## config.mk

```make
export PLATFORM = sky130hd
export DESIGN_NAME = fsk_tag_gen
export DESIGN_NICKNAME = d
export VERILOG_FILES = /design/src/rtl/fsk_tag_gen.sv
export SDC_FILE = /design/constraint.sdc
export NUM_CORES = 1
export LEC_CHECK = 0
export BUFFER_PORTS_ARGS = -buffer_cell sky130_fd_sc_hd__buf_2
export CORE_ASPECT_RATIO = 1.1
export CORE_UTILIZATION = 56
export DETAILED_ROUTE_END_ITERATION = 16
export PLACE_DENSITY = 0.78
export RECOVER_POWER = 25
export SYNTH_ARGS = -nofsm -noshare
export SYNTH_HDL_FRONTEND = slang
export SYNTH_SLANG_ARGS = --single-unit
```

## constraint.sdc

```tcl
create_clock -name clk -period 4.25 [get_ports clk]
set_clock_uncertainty 0.1 [all_clocks]
set_input_delay 0 -clock clk [delete_from_list [all_inputs] [get_ports clk]]
set_output_delay 0 -clock clk [all_outputs]
set_load 0.005 [all_outputs]
```

## src/rtl/fsk_tag_gen.sv

```systemverilog
module fsk_tag_gen #(
  parameter int F8_PER   = 8,
  parameter int F8_HIGH  = 2,
  parameter int F8_REPS  = 6,
  parameter int F10_PER  = 10,
  parameter int F10_HIGH = 3,
  parameter int F10_REPS = 5
) (
  input  logic        clk,
  input  logic        rst_n,
  input  logic        enable,
  input  logic        stop,
  input  logic [31:0] id_hi,
  input  logic [31:0] id_lo,
  input  logic        smp_clk,
  output logic        coil_open,
  output logic        frame_start
);
  localparam int ID_BITS = 44;
  localparam int HI_BITS = ID_BITS - 32;
  localparam int PW = $clog2(F10_PER);
  localparam int RW = $clog2(F8_REPS + 1);
  localparam logic [7:0] MARK_SEQ = 8'b1011_1000;

  typedef enum logic [1:0] {S_OPEN, S_MARK, S_SEP, S_DATA} seg_t;

  logic [2:0]         sync;
  logic               smp_rise;
  logic               run;
  seg_t               seg;
  logic [2:0]         mark_idx;
  logic [5:0]         bit_idx;
  logic               half;
  logic [PW-1:0]      pos;
  logic [RW-1:0]      rep;
  logic [ID_BITS-1:0] id_r;

  logic          f10, sample, unit_end, first, id_ok;
  logic [PW-1:0] per_m1, high;
  logic [RW-1:0] reps_m1;

  assign smp_rise = sync[1] & ~sync[2];
  assign id_ok    = (id_hi[31:HI_BITS] == '0);

  always_comb begin
    case (seg)
      S_MARK:  f10 = MARK_SEQ[mark_idx];
      S_DATA:  f10 = id_r[bit_idx] ^ half;
      default: f10 = 1'b0;
    endcase
  end

  assign per_m1  = f10 ? PW'(F10_PER - 1) : PW'(F8_PER - 1);
  assign high    = f10 ? PW'(F10_HIGH) : PW'(F8_HIGH);
  assign reps_m1 = (seg == S_OPEN || seg == S_SEP) ? '0 :
                   f10 ? RW'(F10_REPS - 1) : RW'(F8_REPS - 1);
  assign sample   = pos < high;
  assign unit_end = (pos == per_m1) && (rep == reps_m1);
  assign first    = (seg == S_OPEN) && (pos == '0) && (rep == '0);

  always_ff @(posedge clk or negedge rst_n) begin
    if (!rst_n) sync <= '0;
    else        sync <= {sync[1:0], smp_clk};
  end

  always_ff @(posedge clk or negedge rst_n) begin
    if (!rst_n) begin
      run         <= 1'b0;
      coil_open   <= 1'b1;
      frame_start <= 1'b0;
      seg         <= S_OPEN;
      mark_idx    <= '0;
      bit_idx     <= 6'(ID_BITS - 1);
      half        <= 1'b0;
      pos         <= '0;
      rep         <= '0;
      id_r        <= '0;
    end else begin
      frame_start <= 1'b0;
      if (stop || !enable) begin
        run       <= 1'b0;
        coil_open <= 1'b1;
      end else if (!run) begin
        coil_open <= 1'b1;
        if (id_ok) begin
          run      <= 1'b1;
          id_r     <= {id_hi[HI_BITS-1:0], id_lo};
          seg      <= S_OPEN;
          mark_idx <= '0;
          bit_idx  <= 6'(ID_BITS - 1);
          half     <= 1'b0;
          pos      <= '0;
          rep      <= '0;
        end
      end else if (smp_rise) begin
        coil_open   <= sample;
        frame_start <= first;
        if (!unit_end) begin
          if (pos == per_m1) begin
            pos <= '0;
            rep <= rep + 1'b1;
          end else begin
            pos <= pos + 1'b1;
          end
        end else begin
          pos <= '0;
          rep <= '0;
          case (seg)
            S_OPEN: begin
              seg      <= S_MARK;
              mark_idx <= '0;
            end
            S_MARK: begin
              if (mark_idx == 3'd7) seg <= S_SEP;
              else mark_idx <= mark_idx + 1'b1;
            end
            S_SEP: begin
              seg  <= S_DATA;
              half <= 1'b0;
            end
            default: begin
              if (!half) begin
                half <= 1'b1;
              end else begin
                half <= 1'b0;
                if (bit_idx == '0) begin
                  seg     <= S_OPEN;
                  bit_idx <= 6'(ID_BITS - 1);
                end else begin
                  bit_idx <= bit_idx - 1'b1;
                  if (bit_idx[1:0] == 2'b00) seg <= S_SEP;
                end
              end
            end
          endcase
        end
      end
    end
  end
endmodule

```

==> impl_results.md, run 1 <==
- Kind of critical path: reg -> reg
- Die width: 81.10 um
- Reg2Reg Depth: 8
- Latest clock arrival within the worst-skew pair: 360 ps
- Clock tree sinks: 69
- Synth Instances: ~350
- Placed Area: ~4200 um2
- Buffers on Ports: 70
- Final ANT Viol Nets: 0
- Max IR drop VDD: approximately 0.23 mV
- Postcts setup bufs: 0
- Rows: 31
- Aggregate global routing overflow: 0
- DP HPWL: 5.773 mm
- Post-synthesis async set-or-reset flop share: between 90% and 100%
- Design area: between 4000 and 5000 um2
- Layout cells sized above 1: about 32%
- Critical Path RT: around 4400 ps
- Power Internal: slightly above 900 uW
- Initial antenna violation count: 0
- Combinational share of power: 6.8%
- CTS resizes: 0
- Post-synth EDFFs: 0
- Run status: complete, but fails checks
- Layout overhead on the synthesized area: 27.01%
- Sequential area share after synthesis: ~45%
- Hold endpoint: frame_start
- Clock power frac: around 39%
- CTS root buffer: clkbuf_8
- Fmax: approximately 260 MHz
- Via density: between 5 and 6
- CTS max path bufs: 2
- CTS buffer count: 9
- Mapped cell area: between 3000 and 4000 um2
- Max Cap Viol: 1
- Yosys warns: 0
- CTS tree: done
- Failing checks: capacitance limit, slew limit
- Mapped Nets: 429
- RSZ-0062 raised after global routing: false
- Sequential Power Share: about 54%
- GR peak layer: met2
- Vias in the first global route: 3311
- Slowest cell delay on critical path: around 860 ps
- Met2 Use GR: a little over half
- Fin. Hold Viols: 0
- Met3 Use GR: ~4.5%
- CP Launch Type: flop
- Slew headroom: -13.65%
- Worst-Margin Slew: ~1700 ps
- Crit end category: flop
- Via count: 3233
- Netlist cell types: between 60 and 70
- Met1 usage in global routing: around 38%
- Utilization after layout: 73.80%
- Clock slew at reported path FFs: around 80 ps
- Pwr/cell area: roughly 250 nW/um2
- Sw Share: around 24%
- HP Start: enable
- GRT Total Usage: around 30%
- Post-layout net count: 540
- Die height: ~90 um
- # fillers: between 400 and 500
- Routed length per instance: approximately 18 um
- Top Ports: 71
- FF-to-FF End: seg[0]
- GPL Wtd Cong: 0.8476
- Tmin final: approximately 3800 ps
- Routed WL: 9.732 mm
- Initial DRC count: between 200 and 300
- Crit-path slowest cell: dfstp_2
- Synth Flop Type: dfrtp_1
- Switching power: 296.1 uW
- Hold depth: 4
- Drt pass-1 iters: 5
- Die area: 7218 um2
- Sum Neg Setup Slack: 0 ps
- Largest net degree at the start of global routing: 70
- Critical R2R Launch: bit_idx[0]
- Hold Crit Class: in -> reg
- Global-route wire length before repair: 16.16 mm
- # DRC: 0
- Synthesized flop and latch total: 69
- R2r setup slk: approximately 440 ps
- Post-route clock period utilization: between 80% and 90%
- Critical path peak fanout: 20
- H-tree levels: 3
- Antenna cells: 0
- Syn_area_per_cell: ~11 um2
- Pins Over Slew Limit: 70
- Lkg Pwr: approximately 2.3 nW
- Critical path, cell by cell: mux4_2, a31oi_1, o31ai_1, o31a_1, mux2_4, or3_1, or4b_1, a21oi_1
- Setup Viol. Count Final: 0
- Core Box Area: roughly 6600 um2
- CP arrival: around 4000 ps
- Initial core utilization: 58.10%
-- stage by stage --
step,std cells,worst slack (ps),power [mW],hold slack (ps)
floorplan,348,888.5,0.6736,-395.6
global placement,481,577.1,0.7164,11.76
detailed placement,481,492.4,0.7173,13.04
CTS,546,459.3,1.225,2.599
global route,546,195.5,1.270,56.12
finish,546,444.3,1.221,4.233
-- worst max path at each step --
stage                from  cells after the start    endpoint
2_1_floorplan  bit_idx[0]                     10      seg[0]
3_3_place_gp   bit_idx[0]                      8      seg[0]
3_5_place_dp   bit_idx[0]                      8      seg[0]
4_1_cts        bit_idx[0]                      7      seg[0]
5_1_grt        bit_idx[0]                      8  bit_idx[1]
6_report       bit_idx[0]                      8      seg[0]
-- cells in the final DEF, fill, tap and decap left out, types with 8 or more instances in the layout --
master,instances
a21oi_1,8
nor2_1,10
dfrtp_1,64
mux2i_1,10
inv_1,11
nor4_1,11
o21ai_0,11
dlygate4sd3_1,49
mux2_2,49
nand3_1,10
nand2_1,31
buf_2,69
clkbuf_8,9
ha_1,12
-- power by group through the flow --
stage	logic, mW	clock network (mW)	registers (mW)
after floorplan	0.00268	0	0.671
after global routing	0.0912	0.521	0.658
after global placement	0.0455	0	0.671
after CTS	0.0800	0.486	0.658
final	0.0836	0.480	0.658
after detailed placement	0.0464	0	0.671
-- registers in the layout (all words and copies together), names as in the netlist --
register     cells
pos              4
sync             3
rep              3
mark_idx         3
bit_idx          6
frame_start      1
run              1
seg              2
id_r            44
half             1
coil_open        1
-- layout make-up --
type	count	area, um2	area share [%]
multi-input combinational	247	1991	40.67
sequential	69	1733	35.40
timing repair buffer	121	853.3	17.43
clock buffer	10	127.6	2.607
tap	82	102.6	2.096
clock inverter	6	46.29	0.9458
inverter	11	41.29	0.8436
-- worst max-delay path, delay by kind of cell (launching register included) --
family,cells,cell delay [ps]
and+or+nand+nor,2,990
muxes,2,910
AOI/OAI and AO/OA,4,870
DFF,1,860
-- synth_stat cells, drive strengths merged, types with 2 or more instances --
cell type  number  share of area (%)
a21oi           8                1.0
a31o            3               0.68
a31oi           3               0.49
and2            7                1.1
and4            3               0.68
buf             7               0.94
clkbuf         14                1.4
dfrtp          64                 42
dfstp           5                3.4
ha             12                3.9
inv            11                1.1
mux2           50                 15
mux2i          10                2.6
mux4            6                4.0
nand2          31                3.0
nand2b          4               0.65
nand3          10                1.3
nand3b          3               0.58
nand4           5               0.81
nor2           10               0.97
nor2b           6               0.97
nor3            6               0.78
nor4           11                1.8
nor4b           2               0.45
o211ai          3               0.58
o21a            3               0.58
o21ai          11                1.4
o21bai          2               0.39
o22ai           4               0.65
o2bb2ai         2               0.45
o31ai           3               0.58
or2             2               0.32
or3             2               0.32
xnor2           2               0.45
-- kinds of logic (layout without fill, tap and decap cells) --
group           Yosys count  count (layout)  synth area share (%)
simple gates            108             108                 15.16
flops                    69              69                 44.97
mux                      66              66                 21.30
compound gates           59              59                 10.81
buf+inv                  32             148                 3.409
fa+ha+maj                12              12                 3.896
xor+xnor                  2               2                0.4546
-- routing by layer --
layer	share of wire [%]	up-vias	wire length [um]
met5	0	-	0
met3	3.8	23	365
met2	52	112	5044
met4	2.5	0	240
met1	42	1582	4082
li1	-	1516	-
-- what timing repair did --
item / in CTS / in global routing
endpoints found under the hold margin: 113 / 0
setup endpoints to repair: 0 / 0
hold buffers: 49 / 0
No activity file was read; power rests on OpenSTA's default activity.
==> inputs of run 2 (changes only) <==
--- a/config.mk
+++ b/config.mk
@@ -6,7 +6,6 @@
 export NUM_CORES = 1
 export LEC_CHECK = 0
 export BUFFER_PORTS_ARGS = -buffer_cell sky130_fd_sc_hd__buf_2
-export CORE_ASPECT_RATIO = 1.1
 export CORE_UTILIZATION = 56
 export DETAILED_ROUTE_END_ITERATION = 16
 export PLACE_DENSITY = 0.78
==> run 2 against run 1 <==
Critical endpoint is now bit_idx[1]. Sequential power is essentially flat. The run still ends with capacitance limit, slew limit left. Utilization grew 2.6 points. Design area grew 1.4%. Power grew 16%. Via count grew 4.4%. Sequential share of layout area shrank 0.47 points. Maximum frequency shrank 2.9%. Worst setup slack lost 110 ps.
==> impl_results.md, run 2 (synthesized netlist as in run 1, its figures left out) <==
- Run status: complete, but fails checks
- Failing checks: capacitance limit, slew limit
- CTS root buffer: clkbuf_8
- Rows: 29 (-6.5%)
- Crit end category: flop
- Critical path, cell by cell: mux4_1, o2111a_1, o311ai_0, o2111ai_1, and2_0, and4_1, a32oi_1
- Critical Path RT: 4430 ps (about the same)
- Slew headroom: -25.85% (-12 points)
- Global-route wire length before repair: 17.80 mm (+10%)
- Final ANT Viol Nets: 0 (unchanged)
- WP buf/inv: 0 (unchanged)
- Hold depth: 4 (unchanged)
- DP HPWL: 6.193 mm (+7.3%)
- R2r setup slk: 330 ps (-110 ps)
- Cell family with most CP delay: compound AO/OA/AOI/OAI gates
- Reg2Reg Depth: 7 (-1)
- Max IR drop VDD: 0.2752 mV (+20%)
- Most common cell after layout, fill and taps aside: buf_2
- Layout overhead on the synthesized area: 28.73%
- Largest registers: id_r x44, bit_idx x6, pos x4
- GRT Total Usage: 32.71% (+2.3 points)
- Layout cells sized above 1: 32.33% (+0.22 points)
- Setup Viol. Count Final: 0 (unchanged)
- GPL Wtd Cong: 0.8456 (-0.24%)
- Max FFs per register: 44 (unchanged)
- Initial antenna violation count: 0 (unchanged)
- Worst-Margin Slew: 1888 ps (+183.0 ps)
- Routed WL: 10.92 mm (+12%)
- Die width: 84.96 um (+4.8%)
- Fmax: 255.2 MHz (-2.9%)
- Vias in the first global route: 3514 (+6.1%)
- Hold slack: 53.12 ps (+48.89 ps)
- Die height: 84.96 um (-4.6%)
- Placed Area: 4227 um2 (-0.15%)
- Finished Layout Cells: 541 (-0.92%)
- Clock slew at reported path FFs: 80 ps (about the same)
- CP arrival: 4100 ps (+110 ps)
- Sum Neg Setup Slack: 0 ps (unchanged)
- Lkg Pwr: 2.372 nW (+1.7%)
- CTS tree: done
- Crit-path slowest cell: dfstp_2
- Tmin final: 3919 ps (+113.1 ps)
- CTS buffer count: 9 (unchanged)
- # fillers: 366 (-13%)
- Pwr/cell area: 286.2 nW/um2 (+15%)
- Drt pass-1 iters: 5 (unchanged)
- Aggregate global routing overflow: 0 (unchanged)
- Core Box Area: 6495 um2 (-2.1%)
- Critical path peak fanout: 20 (unchanged)
- Clock tree sinks: 69 (unchanged)
- Area occupied by multi-input gates: 1991 um2 (unchanged)
- Biggest register: id_r
- Critical R2R Launch: bit_idx[0]
- Routed length per instance: 20.18 um (+13%)
- Post-layout net count: 540 (unchanged)
- Fin. Hold Viols: 0 (unchanged)
- Hold Crit Class: in -> reg
- Max Cap Viol: 1 (unchanged)
- Slowest cell delay on critical path: 850 ps (about the same)
- Hold endpoint: frame_start
- Initial core utilization: 59.33% (+1.2 points)
- Top Ports: 71 (unchanged)
- Buffers on Ports: 70 (unchanged)
- H-tree levels: 3 (unchanged)
- CP Launch Type: flop
- Via density: 6.237 (+5.3%)
- Register area: 1733 um2 (unchanged)
- FF-to-FF End: bit_idx[1]
- # DRC: 0 (unchanged)
- Postcts setup bufs: 0 (unchanged)
- Largest net degree at the start of global routing: 45 (-36%)
- Die area: 7217 um2 (about the same)
- Via count: 3374 (+4.4%)
- Kind of critical path: reg -> reg
- Post-route clock period utilization: 92.21% (+2.7 points)
- Placed Cells: 476 (-1.0%)
- Antenna cells: 0 (unchanged)
- CTS max path bufs: 2 (unchanged)
- Initial DRC count: 300 (+7.1%)
- Commonest non-fill, non-tap cells in the layout: buf_2, dfrtp_1, mux2_2, dlygate4sd3_1, nand2_1
- Pins Over Slew Limit: 35 (-50%)
- HP Start: enable
- RSZ-0062 raised after global routing: false
- Latest clock arrival within the worst-skew pair: 360 ps (about the same)
- Design area: 4961 um2 (+1.4%)
## run 2: changes by cell type in the layout (fill, tap and decap cells not counted), sizes merged
cell / before / now
buf: 70 / 71
bufinv: 0 / 3
clkbuf: 12 / 10
clkinvlp: 2 / 0
## run 2: how the worst max path moves through the flow
stage | from | endpoint | slack (ps) | cells past startpoint
floorplan | bit_idx[0] | seg[0] | 890 | 10
global placement | bit_idx[0] | seg[0] | 570 | 7
detailed placement | bit_idx[0] | seg[0] | 530 | 7
CTS | bit_idx[0] | seg[0] | 500 | 8
global route | bit_idx[0] | bit_idx[1] | 190 | 7
finish | bit_idx[0] | bit_idx[1] | 330 | 7
## run 2: area by class of cell
cell class	instances	area share (%)
tap	77	1.942
inverter	11	0.8323
multi-input combinational	247	40.13
clock inverter	7	2.446
sequential	69	34.93
timing repair buffer	121	17.23
clock buffer	9	2.497
## run 2: report_power, final
part / switching (mW) / total (mW) / internal [mW]
Sequential: 0.000613 / 0.658 / 0.658
Clock: 0.281 / 0.675 / 0.394
Combinational: 0.0340 / 0.0865 / 0.0525
## run 2: repair_timing
item | 4_1_cts | 5_1_grt
resized for setup | 0 | 0
endpoints found under the hold margin | 78 | 0
hold buffers | 49 | 0
setup endpoints to repair | 0 | 0
## run 2: worst min-delay path, delay by kind of cell
| kind | cells | cell delay, ps |
|---|---|---|
| buf+inv | 1 | 90 |
| simple gates | 3 | 380 |
## run 2: layer usage
metal	up-vias	GRT usage (%)	wire, um
li1	1516	-	-
met1	1652	39.31	4262
met2	159	53.89	5514
met3	47	8.171	617
met4	0	18.64	521
met5	-	0	0
## run 2: metrics by stage
step	total power [mW]	util [%]	worst slack (ps)
finish	1.420	76.38	331.2
global route	1.448	76.38	190.2
CTS	1.407	76.40	496.5
detailed placement	0.7189	65.07	526.7
global placement	0.7173	65.07	571.1
floorplan	0.6736	-	888.5
